--- src/rtl/calcoef_pkg.sv ---
package calcoef_pkg;
  localparam logic [3:0] ADDR_DATA   = 4'b0100;
  localparam logic [3:0] ADDR_OFFSET = 4'b0101;
  localparam logic [3:0] ADDR_GAIN   = 4'b0110;
  localparam logic [3:0] ADDR_ID     = 4'b1111;

  // Host writes open only in idle / power-down
  function automatic logic host_write_open(input logic [2:0] mode);
    return (mode == 3'b000) || (mode == 3'b001);
  endfunction

  // Identification byte: upper nibble picks the build width
  function automatic logic [7:0] id_byte(input int width, input logic [3:0] rev);
    return {(width == 16) ? 4'b0101 : 4'b0100, rev};
  endfunction
endpackage

--- src/rtl/calcoef_entry_map.sv ---
module calcoef_entry_map #(
  parameter int CHAN_W  = 4,
  parameter int ENTRIES = 5,
  parameter int IDX_W   = 3
) (
  input  logic [CHAN_W-1:0] chan,
  input  logic              pseudo,
  output logic [IDX_W-1:0]  idx,
  output logic              valid
);
  logic [CHAN_W-1:0] folded;

  always_comb begin
    folded = pseudo ? (chan >> 1) : chan;
    valid  = int'(folded) < ENTRIES;
    idx    = IDX_W'(folded);
  end
endmodule

--- src/rtl/calcoef_store.sv ---
module calcoef_store #(
  parameter int          COEF_W   = 24,
  parameter int          ENTRIES  = 5,
  parameter int          IDX_W    = 3,
  parameter logic [COEF_W-1:0] GAIN_RST = '0
) (
  input  logic              clk,
  input  logic              rst_n,
  input  logic              host_req_off,
  input  logic              host_req_gain,
  input  logic              mode_open,
  input  logic [IDX_W-1:0]  host_idx,
  input  logic [COEF_W-1:0] host_wdata,
  input  logic              cal_we_off,
  input  logic              cal_we_gain,
  input  logic [IDX_W-1:0]  cal_idx,
  input  logic [COEF_W-1:0] cal_value,
  output logic [COEF_W-1:0] off_q  [ENTRIES],
  output logic [COEF_W-1:0] gain_q [ENTRIES]
);
  localparam logic [COEF_W-1:0] OFF_RST = {1'b1, {(COEF_W-1){1'b0}}};

  for (genvar i = 0; i < ENTRIES; i++) begin : g_entry
    wire host_hit_off  = host_req_off  && (host_idx == IDX_W'(i));
    wire host_hit_gain = host_req_gain && (host_idx == IDX_W'(i));
    wire cal_hit_off   = cal_we_off    && (cal_idx  == IDX_W'(i));
    wire cal_hit_gain  = cal_we_gain   && (cal_idx  == IDX_W'(i));

    always_ff @(posedge clk) begin
      if (!rst_n) begin
        off_q[i]  <= OFF_RST;
        gain_q[i] <= GAIN_RST;
      end else begin
        if (cal_hit_off)                   off_q[i]  <= cal_value;
        else if (host_hit_off && mode_open) off_q[i]  <= host_wdata;
        if (cal_hit_gain)                  gain_q[i] <= cal_value;
        else if (host_hit_gain && mode_open) gain_q[i] <= host_wdata;
      end
    end


    host_blocked_off_chk: assert property (@(posedge clk) disable iff (!rst_n)
      (host_hit_off && !mode_open && !cal_hit_off) |=> $stable(off_q[i]));

    host_blocked_gain_chk: assert property (@(posedge clk) disable iff (!rst_n)
      (host_hit_gain && !mode_open && !cal_hit_gain) |=> $stable(gain_q[i]));

    host_take_off_chk: assert property (@(posedge clk) disable iff (!rst_n)
      (host_hit_off && mode_open && !cal_hit_off) |=> off_q[i] == $past(host_wdata));

    cal_wins_off_chk: assert property (@(posedge clk) disable iff (!rst_n)
      cal_hit_off |=> off_q[i] == $past(cal_value));

    cal_wins_gain_chk: assert property (@(posedge clk) disable iff (!rst_n)
      cal_hit_gain |=> gain_q[i] == $past(cal_value));
  end
endmodule

--- src/rtl/calcoef_ready.sv ---
module calcoef_ready (
  input  logic clk,
  input  logic rst_n,
  input  logic set_i,
  input  logic clr_i,
  input  logic other_rd_i,
  output logic rdy_o
);
  always_ff @(posedge clk) begin
    if (!rst_n)     rdy_o <= 1'b0;
    else if (set_i) rdy_o <= 1'b1;
    else if (clr_i) rdy_o <= 1'b0;
  end


  coef_read_keeps_rdy_chk: assert property (@(posedge clk) disable iff (!rst_n)
    (rdy_o && other_rd_i) |=> rdy_o);

  data_read_clears_rdy_chk: assert property (@(posedge clk) disable iff (!rst_n)
    (clr_i && !set_i) |=> !rdy_o);

  set_wins_rdy_chk: assert property (@(posedge clk) disable iff (!rst_n)
    set_i |=> rdy_o);
endmodule

--- src/rtl/calcoef_bank.sv ---
module calcoef_bank #(
  parameter int                COEF_W   = 24,
  parameter int                ENTRIES  = 5,
  parameter int                CHAN_W   = 4,
  parameter logic [COEF_W-1:0] GAIN_RST = 24'h5A3C95,
  parameter logic [3:0]        ID_REV   = 4'h3
) (
  input  logic              clk,
  input  logic              rst_n,
  input  logic              host_wr,
  input  logic              host_rd,
  input  logic [3:0]        host_addr,
  input  logic [CHAN_W-1:0] host_chan,
  input  logic [COEF_W-1:0] host_wdata,
  output logic [COEF_W-1:0] host_rdata,
  input  logic [2:0]        conv_mode,
  input  logic              pseudo_mode,
  input  logic              cal_done,
  input  logic              cal_full,
  input  logic [CHAN_W-1:0] cal_chan,
  input  logic [COEF_W-1:0] cal_value,
  input  logic              sample_strobe,
  input  logic [CHAN_W-1:0] act_chan,
  output logic [COEF_W-1:0] act_offset,
  output logic [COEF_W-1:0] act_gain,
  output logic              data_ready
);
  import calcoef_pkg::*;

  localparam int         IDX_W   = (ENTRIES > 1) ? $clog2(ENTRIES) : 1;
  localparam logic [7:0] ID_BYTE = id_byte(COEF_W, ID_REV);

  logic [IDX_W-1:0]  host_idx, cal_idx, act_idx;
  logic              host_ok, cal_ok, act_ok;
  logic [COEF_W-1:0] off_q  [ENTRIES];
  logic [COEF_W-1:0] gain_q [ENTRIES];

  calcoef_entry_map #(.CHAN_W(CHAN_W), .ENTRIES(ENTRIES), .IDX_W(IDX_W)) u_map_host (
    .chan(host_chan), .pseudo(pseudo_mode), .idx(host_idx), .valid(host_ok));
  calcoef_entry_map #(.CHAN_W(CHAN_W), .ENTRIES(ENTRIES), .IDX_W(IDX_W)) u_map_cal (
    .chan(cal_chan), .pseudo(pseudo_mode), .idx(cal_idx), .valid(cal_ok));
  calcoef_entry_map #(.CHAN_W(CHAN_W), .ENTRIES(ENTRIES), .IDX_W(IDX_W)) u_map_act (
    .chan(act_chan), .pseudo(pseudo_mode), .idx(act_idx), .valid(act_ok));

  // Named events for the store and the assertions
  wire host_req_off  = host_wr && host_ok && (host_addr == ADDR_OFFSET);
  wire host_req_gain = host_wr && host_ok && (host_addr == ADDR_GAIN);
  wire mode_open     = host_write_open(conv_mode);
  wire cal_we_off    = cal_done && cal_ok && !cal_full;
  wire cal_we_gain   = cal_done && cal_ok &&  cal_full;
  wire data_rd       = host_rd && (host_addr == ADDR_DATA);
  wire other_rd      = host_rd && ((host_addr == ADDR_OFFSET) ||
                                   (host_addr == ADDR_GAIN) || (host_addr == ADDR_ID));

  calcoef_store #(.COEF_W(COEF_W), .ENTRIES(ENTRIES), .IDX_W(IDX_W), .GAIN_RST(GAIN_RST)) u_store (
    .clk(clk), .rst_n(rst_n),
    .host_req_off(host_req_off), .host_req_gain(host_req_gain), .mode_open(mode_open),
    .host_idx(host_idx), .host_wdata(host_wdata),
    .cal_we_off(cal_we_off), .cal_we_gain(cal_we_gain), .cal_idx(cal_idx), .cal_value(cal_value),
    .off_q(off_q), .gain_q(gain_q));

  calcoef_ready u_ready (
    .clk(clk), .rst_n(rst_n), .set_i(sample_strobe), .clr_i(data_rd),
    .other_rd_i(other_rd), .rdy_o(data_ready));

  always_comb begin
    host_rdata = '0;
    unique case (host_addr)
      ADDR_OFFSET: if (host_ok) host_rdata = off_q[host_idx];
      ADDR_GAIN:   if (host_ok) host_rdata = gain_q[host_idx];
      ADDR_ID:     host_rdata = {{(COEF_W-8){1'b0}}, ID_BYTE};
      default:     host_rdata = '0;
    endcase
  end

  always_comb begin
    act_offset = act_ok ? off_q[act_idx]  : '0;
    act_gain   = act_ok ? gain_q[act_idx] : '0;
  end


  unmapped_act_zero_chk: assert property (@(posedge clk) disable iff (!rst_n)
    !act_ok |-> (act_offset == '0 && act_gain == '0));
endmodule

--- config.mk ---
export PLATFORM = sky130hd
export DESIGN_NAME = calcoef_bank
export DESIGN_NICKNAME = d
export VERILOG_FILES = /design/src/rtl/calcoef_pkg.sv /design/src/rtl/calcoef_entry_map.sv /design/src/rtl/calcoef_store.sv /design/src/rtl/calcoef_ready.sv /design/src/rtl/calcoef_bank.sv
export SDC_FILE = /design/constraint.sdc
export NUM_CORES = 1
export LEC_CHECK = 0
export ABC_AREA = 1
export BUFFER_PORTS_ARGS = -buffer_cell sky130_fd_sc_hd__buf_4
export CAP_MARGIN = 30
export CORE_UTILIZATION = 25
export DETAILED_ROUTE_END_ITERATION = 8
export GPL_TIMING_DRIVEN = 0
export PLACE_DENSITY = 0.45
export SLEW_MARGIN = 0
export SYNTH_ARGS = -nofsm -noshare
export SYNTH_HDL_FRONTEND = slang
export SYNTH_SLANG_ARGS = --single-unit
--- constraint.sdc ---
create_clock -name clk -period 1.8 [get_ports clk]
set_input_delay 0.09 -clock clk [delete_from_list [all_inputs] [get_ports clk]]
set_output_delay 0.09 -clock clk [all_outputs]
set_load 0.03 [all_outputs]
# ---- After elaboration in Yosys (flattened, before gate mapping)
# Index checks and enable logic that the tools add are counted.
dict set report op_classes {
  bitwise 2
  n_reduce_logical 53
  magnitude_cmp 5
  mux 42
  n_eq_ne 13
}
# op n
set op_table {}
lappend op_table {{$mux W24} 32}
lappend op_table {{$bmux W24 S3} 4}
lappend op_table {{$pmux W24 S3} 1}
lappend op_table {{$logic_and A1 B1 Y1} 37}
lappend op_table {{$reduce_bool A2 Y1} 11}
lappend op_table {{$eq A3 B2 Y1 const B} 4}
lappend op_table {{$eq A4 B3 Y1 const B} 3}
lappend op_table {{$lt A4 B3 Y1 const B} 3}
lappend op_table {{$mux W4} 3}
lappend op_table {{$eq A3 B1 Y1 const B} 3}
lappend op_table {{$logic_not A3 Y1} 3}
lappend op_table {{$ge A4 B4 Y1 const B} 2}
lappend op_table {{$not A3 Y4} 2}
lappend op_table {{$eq A3 B3 Y1 const B} 2}
lappend op_table {{$eq A4 B4 Y1 const B} 1}
lappend op_table {{$mux W1} 2}
lappend op_table {{$logic_not A1 Y1} 1}
lappend op_table {{$logic_or A1 B1 Y1} 1}
dict set report word_totals {
  ff_bits 241
  inputBits 75
}

# ---- Logic depth before layout (Yosys ltp)
dict set report depth {
  word_depth 8
  depth_mapped 14
}

# ---- Modules after synthesis
# A second synthesis with hierarchy kept.
dict set report unflattened {
  hier_cells 2949
  area_unflattened_um2 17236.5
}
# mod cells_each n_inst area_per_inst_um2
set by_module_without_submodules {}
lappend by_module_without_submodules {calcoef_store 1757 1 11971.5}
lappend by_module_without_submodules {calcoef_bank 1132 1 4999.8}
lappend by_module_without_submodules {calcoef_entry_map 18 3 73.8}
lappend by_module_without_submodules {calcoef_ready 6 1 43.8}

# ---- Worst setup path before layout
# No wires, ideal clock.
dict set report synth_path {
  path_type {input to output}
  from {in pseudo_mode}
  to {out act_gain[0]}
  slack_ns -0.073
  path_stages 7
  t_arrival_ns 1.783
  path_cell_list {buf_6 > buf_6 > o21ai_2 > clkbuf_1 > clkbuf_1 > o211ai_1 > a31oi_1}
}
dict set report synth_via {
  elab_chain_cells 6
}
# item line_no
set synth_lines {}
lappend synth_lines {{from (decl)} calcoef_bank.sv:17} ;# input logic pseudo_mode,
lappend synth_lines {{$mux W4 (*)} calcoef_entry_map.sv:14} ;# folded = pseudo ? (chan >> 1) : chan;
lappend synth_lines {{$not A3 Y4 (not written as such)} calcoef_bank.sv:78} ;# act_gain = act_ok ? gain_q[act_idx] : '0;
lappend synth_lines {{$bmux W24 S3} calcoef_bank.sv:78}
lappend synth_lines {{$mux W24 (not written as such) (2 in a row)} calcoef_bank.sv:78}
lappend synth_lines {{$mux W24 (*)} calcoef_bank.sv:78}
lappend synth_lines {{to (decl)} calcoef_bank.sv:25} ;# output logic [COEF_W-1:0] act_gain,
# Every way passes the cells marked *; elsewhere a longest branch is shown, timed or not. The select of a mux whose other input is x is not followed.

# ---- Worst setup path after layout
dict set report layout_path {
  from {reg u_store.off_q[34] in the netlist's numbering}
  to {out host_rdata[10]}
}
dict set report layout_via {
  elab_chain_cells 5
}
# item line_no
set layout_lines {}
lappend layout_lines {{from (decl)} calcoef_store.sv:18} ;# output logic [COEF_W-1:0] off_q [ENTRIES],
lappend layout_lines {{from (signal, indexed assignment)} calcoef_store.sv:34} ;# if (cal_hit_off) off_q[i] <= cal_value;
lappend layout_lines {{from (signal, indexed assignment)} calcoef_store.sv:35} ;# else if (host_hit_off && mode_open) off_q[i] <= host_wdata;
lappend layout_lines {{$bmux W24 S3} calcoef_bank.sv:69} ;# ADDR_OFFSET: if (host_ok) host_rdata = off_q[host_idx];
lappend layout_lines {{$mux W24 (not written as such) (2 in a row)} calcoef_bank.sv:69}
lappend layout_lines {{$mux W24} calcoef_bank.sv:69}
lappend layout_lines {{$pmux W24 S3} calcoef_bank.sv:68} ;# unique case (host_addr)
lappend layout_lines {{to (decl)} calcoef_bank.sv:15} ;# output logic [COEF_W-1:0] host_rdata,
# No other way between the ends. The select of a mux whose other input is x is not followed.

==> impl_results.md <==
* Outcome: finished, violations left
* Failing checks: negative setup slack
* Post-route ant nets at 0
* Synth Flop Type: dfxtp_1
* CTS tree: yes
* Fill cell count at 8007
* Clk sinks at 241
* Most frequent cells after synthesis: nand2_1 (992), nor2_1 (421), nand3_1 (340)
* GR Overflow Total at 0
* Reg clk slew, reported paths at 0.06 ns
* Syn avg cell area at 5.58 sq um
* Crit. End Element: output pin
* Power density over the cells at 689 nW/um^2
* Post-Syn Area at 18100 sq um
* Initial core utilization at 0.253
* Largest net degree at the start of global routing at 12
* RR Startpoint: u_store.gain_q[33]
* Worst relative slew slack at 0.269
* CP startpoint kind: register
* Layout cells sized above 1 at 0.268
* Synth top area share at 0.266
* Num CTS Buffers at 34
* Count leader, synth: nand2_1
* Worst-Skew Late Latency at 0.56 ns
* Vias in the first global route at 21995
* Slew @ Worst Pin at 1.10 ns
* CP arrival at 2.07 ns
* Die width at 271 microns
* Die Y at 271 microns
* Die ar. at 73500 sq um
* Ports at 148
* Ys Warns at 0
* Post-synth top area cell: dfxtp_1
* Tmin final at 2.16 ns
* Initial antenna violation count at 1
* Final hold slack at 0.0239 ns
* Final core occ at 0.362
* Initial DRC Count at 3186
* Synth Net Count at 3321
* Mapped Cells at 3246
* Pre-CTS setup slack at -1.22 ns
* Maxcap violations at 0
* DRC viols at 0
* Port Buffers at 119
* RSZ-0062 raised after global routing: true
* Total number of H-tree levels at 2
* FP Rows at 98
* Total core area at 71600 sq um
* First-pass GRT wire length at 165 mm
* Via density at 5.33
* Initial DRT Pass Iterations at 7
* Fraction of registers with async set/reset at 0
* Reg2reg end: u_store.gain_q[33]
* CP cell instances: o211ai_1, nand2_1, nand3_4, nand2_4, buf_6
* Leakage power at 12.2 nW
* WL per Instance at 26.6 microns
* Crit path required time at 1.71 ns
* # diodes at 0
* Dpl hpwl at 93.6 mm
* Power Total at 0.0179 W
* FF-to-FF path depth at 12
* GRT Util Overall at 0.314
* Worst hold path endpoint: u_store.gain_q[48]
* Top cells by area, synth: dfxtp_1 (27%), nand2_1 (21%), nand3_1 (9.4%), nor2_1 (8.7%), o21ai_0 (8.2%)
* Wirelength, routed at 119 mm
* Layout Nets at 3593
* Worst vdd ir at 0.000565 V
* Critical path type: reg -> out
* Final Cycle Share at 1.20
* Layout area overhead at 43.3%
* Setup TNS at -8.95 ns
* CTS root buf: clkbuf_16
* Slowest cell on the critical path: o211ai_1
* Critical hold path startpoint: cal_value[0]
* Slowest stage delay, CP at 0.52 ns
* CTS Buffer Depth at 3
* Max Clock Skew at 0 ns
* Max frequency at 463 MHz
* DR vias at 23928
* Final count of pins violating max slew at 0
* Setup Viol. Count Final at 72
* Final Hold Viols at 0
* FF-to-FF setup slack at 0.17 ns
* Number of synthesized register bits at 241
* Hold Crit Class: in -> reg
* WHS Path Cells at 5
* Setup ws final at -0.358 ns
* Unique masters post-synth at 35
* Number of flops mapped to enable cells by yosys at 0
* Routability congestion estimate at 1.03
* Max Fanout on Critical Path at 2
* Seq/Total Area, Yosys at 0.266
## critical path: cells and delay by family, from the launching register on
kind | cells | cell delay, ns
compound gates | 1 | 0.52
buf+inv | 1 | 0.14
flops | 1 | 0.34
simple gates | 3 | 0.50
## layer usage
metal,vias up,GRT usage,routed length (microns),share of wire
li1,11094,-,-,-
met1,11215,0.447,51700,0.43
met2,1385,0.439,46600,0.39
met3,232,0.0505,12400,0.10
met4,2,0.193,8540,0.072
met5,-,0,17,0.00014
## metrics by stage
stage | cell area [sq um] | instances
after floorplan | 18200 | 3246
after global placement | 20300 | 4315
after detailed placement | 20600 | 4336
after CTS | 24600 | 4464
after global routing | 25900 | 4491
final | 25900 | 4491
## how the worst max path moves through the flow
| stage | from | end | slack, ns | cells past startpoint |
|---|---|---|---|---|
| global placement | pseudo_mode | act_offset[18] | -1.24 | 11 |
| global route | u_store.off_q[82] | host_rdata[10] | -0.36 | 9 |
| CTS | u_store.off_q[34] | host_rdata[10] | -0.33 | 5 |
| detailed placement | pseudo_mode | act_offset[18] | -1.22 | 11 |
| floorplan | pseudo_mode | act_gain[21] | 0.02 | 9 |
| finish | u_store.off_q[34] | host_rdata[10] | -0.36 | 5 |
## timing repair
item,CTS,global route
endpoints found under the hold margin,6,1
gates cloned,6,4
hold buffers,4,1
resized for setup,783,294
pin swaps,129,119
setup buffers,59,27
setup endpoints to repair,120,173
## area by class of cell
type	instances	area, sq um	share of cell area
buffer	288	1900	0.0731
clock buffer	48	1000	0.0387
clock inverter	11	82.6	0.00318
inverter	270	1050	0.0406
multi-input combinational	2446	13300	0.514
sequential	241	4900	0.189
tap	950	1190	0.0458
timing repair buffer	237	2480	0.0958
## sequential cells by signal (all words and copies together) (netlist names)
register	cells
u_store.off_q	120
u_ready.rdy_o	1
u_store.gain_q	120
## report_power, final
group          internal [W]  switching (W)
registers           0.00541      0.0000724
logic               0.00177        0.00379
clock network       0.00390        0.00294
## placed cells by master (no fill, tap or decap), drive strengths merged, types with 3 or more instances in the layout
| master | count |
|---|---|
| clkbuf | 188 |
| or2 | 3 |
| nand4 | 157 |
| o22ai | 3 |
| dfxtp | 241 |
| a31oi | 11 |
| o31ai | 37 |
| nand2 | 1005 |
| a21oi | 66 |
| dlygate4sd3 | 5 |
| clkinvlp | 3 |
| nor3 | 28 |
| inv | 269 |
| nor2 | 433 |
| o211ai | 41 |
| nand3 | 342 |
| clkinv | 9 |
| o21ai | 315 |
| buf | 380 |
## logic make-up (layout without fill, tap and decap cells)
family / count (synthesis) / in the layout / share of synthesized area
AOI/OAI and AO/OA: 478 / 478 / 0.146
and+or+nand+nor: 1967 / 1968 / 0.463
DFF: 241 / 241 / 0.266
buffers and inverters: 560 / 854 / 0.124
Power figures use the tool's default switching activity.
